--- src/rtl/pic_pkg.sv ---
package pic_pkg;
    parameter int PRIO_W = 4;
    parameter int VEC_W  = 8;
    parameter int DATA_W = 32;
    parameter int ADDR_W = 12;

    localparam int BIT_MASK  = 31;
    localparam int BIT_ACT   = 30;
    localparam int BIT_POL   = 23;
    localparam int BIT_SENSE = 22;
    localparam int PRIO_LSB  = 16;

    typedef struct packed {
        logic              msk;
        logic              pol;
        logic              sense;
        logic [PRIO_W-1:0] prio;
        logic [VEC_W-1:0]  vec;
    } src_cfg_t;

    typedef enum logic [2:0] {
        ACC_NONE, ACC_SRC_CFG, ACC_SRC_DST, ACC_SPUR, ACC_TPR, ACC_ACK, ACC_EOI
    } acc_kind_t;

    localparam src_cfg_t CFG_RESET = '{msk: 1'b1, pol: 1'b0, sense: 1'b0,
                                       prio: '0, vec: '0};

    function automatic src_cfg_t cfg_from_word(logic [DATA_W-1:0] w);
        src_cfg_t c;
        c.msk   = w[BIT_MASK];
        c.pol   = w[BIT_POL];
        c.sense = w[BIT_SENSE];
        c.prio  = w[PRIO_LSB +: PRIO_W];
        c.vec   = w[VEC_W-1:0];
        return c;
    endfunction

    function automatic logic [DATA_W-1:0] cfg_to_word(src_cfg_t c, logic act);
        logic [DATA_W-1:0] w;
        w = '0;
        w[BIT_MASK]              = c.msk;
        w[BIT_ACT]               = act;
        w[BIT_POL]               = c.pol;
        w[BIT_SENSE]             = c.sense;
        w[PRIO_LSB +: PRIO_W]    = c.prio;
        w[VEC_W-1:0]             = c.vec;
        return w;
    endfunction
endpackage

--- src/rtl/pic_pick.sv ---
module pic_pick #(
    parameter int N  = 8,
    parameter int PW = 4,
    localparam int IW = (N > 1) ? $clog2(N) : 1
) (
    input  logic                  clk,
    input  logic                  rst,
    input  logic [N-1:0]          valid,
    input  logic [N-1:0][PW-1:0]  prio,
    output logic                  found,
    output logic [IW-1:0]         idx,
    output logic [PW-1:0]         best
);
    // Scan from the top down with >=, so the lowest index survives a tie.
    always_comb begin
        found = 1'b0;
        idx   = '0;
        best  = '0;
        for (int i = N - 1; i >= 0; i--) begin
            if (valid[i] && (!found || prio[i] >= best)) begin
                found = 1'b1;
                idx   = IW'(i);
                best  = prio[i];
            end
        end
    end

    AST_PICK_IS_VALID: assert property (@(posedge clk) disable iff (rst)
        found |-> valid[idx]);
endmodule

--- src/rtl/pic_source.sv ---
module pic_source
    import pic_pkg::*;
#(
    parameter int NUM_CPU = 2,
    parameter bit MCAST   = 1'b0
) (
    input  logic               clk,
    input  logic               rst,
    input  logic               irq_in,
    input  logic               cfg_wr,
    input  logic               dst_wr,
    input  logic [DATA_W-1:0]  wdata,
    input  logic [NUM_CPU-1:0] take,
    output src_cfg_t           cfg,
    output logic [NUM_CPU-1:0] dest,
    output logic [NUM_CPU-1:0] live,
    output logic               pend
);
    src_cfg_t           cfg_q;
    logic [NUM_CPU-1:0] dest_q, live_q, live_n;
    logic               lvl_q, epend_q, epend_n, active, edge_seen;

    assign active    = cfg_q.pol ? irq_in : ~irq_in;
    assign edge_seen = active & ~lvl_q & ~cfg_q.sense;

    always_comb begin
        if (MCAST) begin
            if (dst_wr)         live_n = wdata[NUM_CPU-1:0];
            else if (edge_seen) live_n = dest_q;
            else                live_n = live_q & ~take;
        end else begin
            live_n = dest_q;
        end
        if (cfg_q.sense)    epend_n = 1'b0;
        else if (edge_seen) epend_n = 1'b1;
        else if (MCAST)     epend_n = epend_q & (|live_n);
        else                epend_n = epend_q & ~(|take);
    end

    always_ff @(posedge clk) begin
        if (rst) begin
            cfg_q   <= CFG_RESET;
            dest_q  <= '0;
            live_q  <= '0;
            lvl_q   <= 1'b1;
            epend_q <= 1'b0;
        end else begin
            if (cfg_wr) cfg_q  <= cfg_from_word(wdata);
            if (dst_wr) dest_q <= wdata[NUM_CPU-1:0];
            live_q  <= live_n;
            lvl_q   <= active;
            epend_q <= epend_n;
        end
    end

    assign cfg  = cfg_q;
    assign dest = dest_q;
    assign live = live_q;
    assign pend = cfg_q.sense ? lvl_q : epend_q;

    generate
        if (MCAST) begin : g_mc_chk
            AST_MCAST_BIT_DROPS: assert property (@(posedge clk) disable iff (rst)
                (|take) && !edge_seen && !dst_wr |=> (live & $past(take)) == '0);
        end else begin : g_uc_chk
            AST_EDGE_CLEARS_ON_ACK: assert property (@(posedge clk) disable iff (rst)
                (|take) && !edge_seen && !cfg_q.sense && !cfg_wr |=> !pend);
        end
    endgenerate
endmodule

--- src/rtl/pic_core.sv ---
module pic_core
    import pic_pkg::*;
#(
    parameter int NUM_SRC   = 8,
    parameter int NUM_CPU   = 2,
    parameter int NUM_MCAST = 2,
    localparam int SRC_IW   = (NUM_SRC > 1) ? $clog2(NUM_SRC) : 1,
    localparam int CPU_IW   = (NUM_CPU > 1) ? $clog2(NUM_CPU) : 1,
    localparam int MCAST_LO = NUM_SRC - NUM_MCAST
) (
    input  logic               clk,
    input  logic               rst,
    input  logic [NUM_SRC-1:0] irq_in,
    input  logic               reg_rd,
    input  logic               reg_wr,
    input  logic [ADDR_W-1:0]  reg_addr,
    input  logic [DATA_W-1:0]  reg_wdata,
    output logic [DATA_W-1:0]  reg_rdata,
    output logic [NUM_CPU-1:0] cpu_irq
);
    acc_kind_t          kind;
    logic [SRC_IW-1:0]  sel_src;
    logic [CPU_IW-1:0]  sel_cpu;

    // Address decode; anything with a nonzero low nibble stays ACC_NONE.
    always_comb begin
        kind    = ACC_NONE;
        sel_src = '0;
        sel_cpu = '0;
        if (reg_addr[3:0] == 4'h0) begin
            if (reg_addr[11:8] == 4'h0 && int'(reg_addr[7:5]) < NUM_SRC) begin
                sel_src = SRC_IW'(reg_addr[7:5]);
                kind    = reg_addr[4] ? ACC_SRC_DST : ACC_SRC_CFG;
            end else if (reg_addr == 12'h400) begin
                kind = ACC_SPUR;
            end else if (reg_addr[11] && int'(reg_addr[10:6]) < NUM_CPU) begin
                sel_cpu = CPU_IW'(reg_addr[10:6]);
                case (reg_addr[5:4])
                    2'd0:    kind = ACC_TPR;
                    2'd1:    kind = ACC_ACK;
                    2'd2:    kind = ACC_EOI;
                    default: kind = ACC_NONE;
                endcase
            end
        end
    end

    src_cfg_t                          cfg [NUM_SRC];
    logic [NUM_SRC-1:0][NUM_CPU-1:0]   dest, live, tgt, take;
    logic [NUM_SRC-1:0]                pend, act;
    logic [NUM_SRC-1:0][PRIO_W-1:0]    prio_arr;
    logic [NUM_CPU-1:0][NUM_SRC-1:0]   raised, insvc_q;
    logic [NUM_CPU-1:0]                r_found, s_found, ack_hit, ack_ok, eoi_hit, irq_q;
    logic [NUM_CPU-1:0][SRC_IW-1:0]    r_idx, s_idx;
    logic [NUM_CPU-1:0][PRIO_W-1:0]    r_prio, s_prio, tpr_q;
    logic [VEC_W-1:0]                  spur_q;

    genvar s, c;
    generate
        for (s = 0; s < NUM_SRC; s++) begin : g_src
            pic_source #(.NUM_CPU(NUM_CPU), .MCAST(s >= MCAST_LO)) src_i (
                .clk(clk), .rst(rst), .irq_in(irq_in[s]),
                .cfg_wr(reg_wr && kind == ACC_SRC_CFG && sel_src == SRC_IW'(s)),
                .dst_wr(reg_wr && kind == ACC_SRC_DST && sel_src == SRC_IW'(s)),
                .wdata(reg_wdata), .take(take[s]),
                .cfg(cfg[s]), .dest(dest[s]), .live(live[s]), .pend(pend[s]));
            assign prio_arr[s] = cfg[s].prio;
            if (s >= MCAST_LO) begin : g_mc
                assign tgt[s] = live[s];
            end else begin : g_uc
                assign tgt[s] = dest[s] & (~dest[s] + 1'b1);
            end
            always_comb begin
                act[s] = 1'b0;
                for (int k = 0; k < NUM_CPU; k++) begin
                    take[s][k] = ack_ok[k] && r_idx[k] == SRC_IW'(s);
                    act[s]     = act[s] | raised[k][s] | insvc_q[k][s];
                end
            end
        end

        for (c = 0; c < NUM_CPU; c++) begin : g_cpu
            logic [PRIO_W-1:0] svc_lvl;
            logic              deliver;

            for (s = 0; s < NUM_SRC; s++) begin : g_rs
                assign raised[c][s] = pend[s] & ~cfg[s].msk & tgt[s][c] & ~insvc_q[c][s];
            end

            pic_pick #(.N(NUM_SRC), .PW(PRIO_W)) pick_raised_i (
                .clk(clk), .rst(rst), .valid(raised[c]), .prio(prio_arr),
                .found(r_found[c]), .idx(r_idx[c]), .best(r_prio[c]));
            pic_pick #(.N(NUM_SRC), .PW(PRIO_W)) pick_svc_i (
                .clk(clk), .rst(rst), .valid(insvc_q[c]), .prio(prio_arr),
                .found(s_found[c]), .idx(s_idx[c]), .best(s_prio[c]));

            assign svc_lvl    = s_found[c] ? s_prio[c] : '0;
            assign deliver    = r_found[c] && r_prio[c] > tpr_q[c] && r_prio[c] > svc_lvl;
            assign ack_hit[c] = reg_rd && kind == ACC_ACK && sel_cpu == CPU_IW'(c);
            assign ack_ok[c]  = ack_hit[c] && r_found[c] && r_prio[c] > tpr_q[c];
            assign eoi_hit[c] = reg_wr && kind == ACC_EOI && sel_cpu == CPU_IW'(c);

            always_ff @(posedge clk) begin
                if (rst) begin
                    tpr_q[c]   <= '1;
                    insvc_q[c] <= '0;
                    irq_q[c]   <= 1'b0;
                end else begin
                    if (reg_wr && kind == ACC_TPR && sel_cpu == CPU_IW'(c))
                        tpr_q[c] <= reg_wdata[PRIO_W-1:0];
                    for (int k = 0; k < NUM_SRC; k++) begin
                        insvc_q[c][k] <= (insvc_q[c][k] &
                            ~(eoi_hit[c] && s_found[c] && s_idx[c] == SRC_IW'(k)))
                            | take[k][c];
                    end
                    irq_q[c] <= ack_hit[c] ? 1'b0 : deliver;
                end
            end

            AST_ACK_DROPS_LINE: assert property (@(posedge clk) disable iff (rst)
                ack_hit[c] |=> !irq_q[c]);
            AST_ACK_ENTERS_SVC: assert property (@(posedge clk) disable iff (rst)
                ack_ok[c] |=> insvc_q[c][$past(r_idx[c])]);
            AST_EOI_EMPTY_NOP: assert property (@(posedge clk) disable iff (rst)
                eoi_hit[c] && !s_found[c] && !reg_rd |=> insvc_q[c] == '0);
        end
    endgenerate

    always_ff @(posedge clk) begin
        if (rst) begin
            spur_q    <= '1;
            reg_rdata <= '0;
        end else begin
            if (reg_wr && kind == ACC_SPUR) spur_q <= reg_wdata[VEC_W-1:0];
            if (reg_rd) begin
                case (kind)
                    ACC_SRC_CFG: reg_rdata <= cfg_to_word(cfg[sel_src], act[sel_src]);
                    ACC_SRC_DST: reg_rdata <= DATA_W'(dest[sel_src]);
                    ACC_SPUR:    reg_rdata <= DATA_W'(spur_q);
                    ACC_TPR:     reg_rdata <= DATA_W'(tpr_q[sel_cpu]);
                    ACC_ACK:     reg_rdata <= ack_ok[sel_cpu] ?
                                     DATA_W'(cfg[r_idx[sel_cpu]].vec) : DATA_W'(spur_q);
                    ACC_EOI:     reg_rdata <= '0;
                    default:     reg_rdata <= (reg_addr[3:0] != 4'h0) ? '1 : '0;
                endcase
            end
        end
    end

    assign cpu_irq = irq_q;

    AST_UNALIGNED_READ: assert property (@(posedge clk) disable iff (rst)
        reg_rd && reg_addr[3:0] != 4'h0 |=> reg_rdata == '1);
endmodule

--- config.mk ---
export PLATFORM = sky130hd
export DESIGN_NAME = pic_core
export DESIGN_NICKNAME = d
export VERILOG_FILES = /design/src/rtl/pic_pkg.sv /design/src/rtl/pic_pick.sv /design/src/rtl/pic_source.sv /design/src/rtl/pic_core.sv
export SDC_FILE = /design/constraint.sdc
export NUM_CORES = 1
export LEC_CHECK = 0
export BUFFER_PORTS_ARGS = -buffer_cell sky130_fd_sc_hd__buf_2
export CAP_MARGIN = 15
export CORE_MARGIN = 3
export CORE_UTILIZATION = 54
export CTS_BUF_LIST = sky130_fd_sc_hd__clkbuf_8
export DETAILED_ROUTE_END_ITERATION = 10
export PLACE_DENSITY = 0.72
export SYNTH_ARGS = -nofsm -noshare
export SYNTH_HDL_FRONTEND = slang
export SYNTH_HIERARCHICAL = 1
export SYNTH_SLANG_ARGS = --single-unit
--- constraint.sdc ---
create_clock -name clk -period 15.3 [get_ports clk]
set_input_delay 3.06 -clock clk [delete_from_list [all_inputs] [get_ports clk]]
set_output_delay 3.06 -clock clk [all_outputs]
set_load 0.005 [all_outputs]
==> summary.md <==
| Metric | Value |
|---|---|
| Overall Power | `1.09 mW` |
| Clock Pin Slew Worst Setup and Hold Paths | `approximately 0.07 ns` |
| Crit path DAT | `14.70 ns` |
| Startpoint types | `flop` |
| Gr ovfl total | `0` |
| Reg area | `between 0.004 and 0.005 mm²` |
| Top Usage Layer GRT | `met2` |
| Clock Skew | `0.0289 ns` |
| Total Routing Usage GR | `0.322` |
| Placer congestion estimate | `0.984` |
| Slew headroom | `0.201` |
| Syn Std Cell Area | `0.0170 mm²` |
| CP endpoint kind | `flop` |
| Critical Path RT | `15.81 ns` |
| Final Setup Violations | `0` |
| Minimum clock period | `14.19 ns` |
| Setup TNS | `0 ns` |
| VDD IR-drop max | `0.0900 mV` |
| Initial Util | `0.552` |
| Design area | `0.0182 mm²` |
| Die ar. | `0.0336 mm²` |
| Fin crit share | `0.928` |
| Ports | `90` |
| Antenna diodes | `0` |
| Area post-placement | `approximately 0.018 mm²` |
| CP Buf/Inv Count | `4` |
| First-pass GRT wire length | `86,500 µm` |
| Die X | `183 µm` |
| Syn avg cell area | `8.23 µm²` |
| Met1 usage | `0.413` |
| DRC violations left | `0` |
| Root buffer cell | `clkbuf_8` |
| Critical path type | `flop to flop` |
| Final hold viol count | `0` |
| Pwr per Cell Area | `60.0 mW/mm²` |
| FILL cells | `between 2,000 and 3,000` |
| Top delay family on crit path | `compound AO/OA/AOI/OAI gates` |
| DRT antenna net count | `0` |
| CP dominant cell by count | `ha_1` |
| Number of iterations in the first detailed-routing pass | `6` |
| Clk Latency, worst-skew pair | `0.59 ns` |
| Final Max Slew Viols | `0` |
| Largest net degree at the start of global routing | `approximately 90` |
| Initial antenna violation count | `1` |
| Routed WL per cell | `around 22 µm` |
| I/O Buffers | `72` |
| Vias | `16,700` |
| CORE AREA | `0.0307 mm²` |
| Fmax | `70.5 MHz` |
| Most frequent cells in the layout | `nor2_1 (274), dfxtp_1 (207), mux2i_1 (155)` |
| Clk buf depth | `3` |
| Total wire length | `~56,000 µm` |
| M3 GR Usage | `0.0559` |
| RSZ-0062 raised after global routing | `false` |
| Crit Path Max Fanout | `16` |
| H-tree depth | `1` |
| Clock Sinks | `207` |
| Crit-path max cell delay | `between 0.8 and 0.9 ns` |
| # rows | `64` |
| Cts bufs inserted | `31` |
| Share of cells above drive strength 1 | `0.137` |
| GR Layer Usage met2 | `0.528` |
| Static leakage | `6.89 nW` |
| Post-detail-place hpwl | `roughly 40,000 µm` |
| Synthesized Nets | `about 2,200` |
| Die span in y | `183 µm` |
| Slowest CP cell | `o31ai_1` |
| HP Class | `flop to flop` |
| Number of DRC markers after the initial detailed-route iteration | `1,838` |
| Area growth, synth to finish | `7.38%` |
| Most common cell after layout, fill and taps aside | `nor2_1` |
| Vias in the first global route | `15,900` |
| Vias/cell | `6.63` |
| Slew of the pin with the lowest slew margin | `approximately 1.2 ns` |
| Reg2reg setup slack | `about 1.1 ns` |
| CTS tree | `done` |
| Syn Inst Count | `around 2,100` |
| Post-cts hold buffer count | `0` |
| Status | `finished, final reports clean` |
| Syn. warnings | `6` |
| Maxcap violations | `0` |
| Nets | `2,275` |
| Footprint of the multi-input gates | `0.0119 mm²` |
final cells by class:
| type | count | share of cell area |
|---|---|---|
| clock inverter | 13 | 0.00288 |
| multi-input combinational | 1650 | 0.653 |
| tap | 396 | 0.0272 |
| timing repair buffer | 120 | 0.0398 |
| inverter | 81 | 0.0167 |
| clock buffer | 44 | 0.0332 |
| sequential | 207 | 0.227 |
flip-flops by register name (all words and copies together), names as in the netlist:
signal               cells
reg_rdata               17
cpu_irq                  2
spur_q                   8
g_src.src_i/cfg        120
g_src.src_i/dest        16
g_src.src_i/live         4
tpr_q                    8
g_src.src_i/epend_q      8
insvc_q                 16
g_src.src_i/lvl_q        8
through the flow:
| stage | hold slack, ns | instances | util | setup slack, ns |
|---|---|---|---|---|
| 2_1_floorplan | 0.429 | 2063 | - | 3.10 |
| 3_3_place_gp | 0.442 | 2446 | 0.569 | 1.38 |
| 3_5_place_dp | 0.454 | 2447 | 0.569 | 1.04 |
| 4_1_cts | 0.477 | 2504 | 0.591 | 0.959 |
| 5_1_grt | 0.492 | 2511 | 0.593 | 0.179 |
| 6_report | 0.475 | 2511 | 0.593 | 1.11 |
worst paths after layout:
path | startpoint | end | cells after the start
hold / removal | spur_q[7]$_SDFFE_PP1P_ | spur_q[7]$_SDFFE_PP1P_ | 2
setup / recovery | g_src[7].src_i/cfg[12]$_SDFFE_PP0P_ | reg_rdata[7]$_SDFFE_PP0P_ | 55
hold reg to reg | spur_q[7]$_SDFFE_PP1P_ | spur_q[7]$_SDFFE_PP1P_ | 2
setup reg to reg | g_src[7].src_i/cfg[12]$_SDFFE_PP0P_ | reg_rdata[7]$_SDFFE_PP0P_ | 55
per-layer routing:
metal / wire [µm] / up-vias
met2: 25300 / 847
met1: 22700 / 7867
met4: 2830 / 2
li1: - / 7743
met5: 18 / -
met3: 5360 / 195
tightest hold or removal path, cell delays in order (launching register included):
cell and delay, ns:
dfxtp_1 0.32, nand2_1 0.05, nand3b_1 0.07
report_power, final:
group / internal (mW) / switching, mW / leakage (nW) / total, mW
clock network: 0.253 / 0.222 / 0.381 / 0.475
logic: 0.0234 / 0.0451 / 4.83 / 0.0685
registers: 0.545 / 0.00463 / 1.68 / 0.550
total: 0.821 / 0.272 / 6.89 / 1.09
repair_timing:
action | 4_1_cts | 5_1_grt
resized for setup | 0 | 2
endpoints found under the setup margin | 0 | 13
setup buffers | 0 | 5
Note: power is estimated with default switching activity, not from simulation.
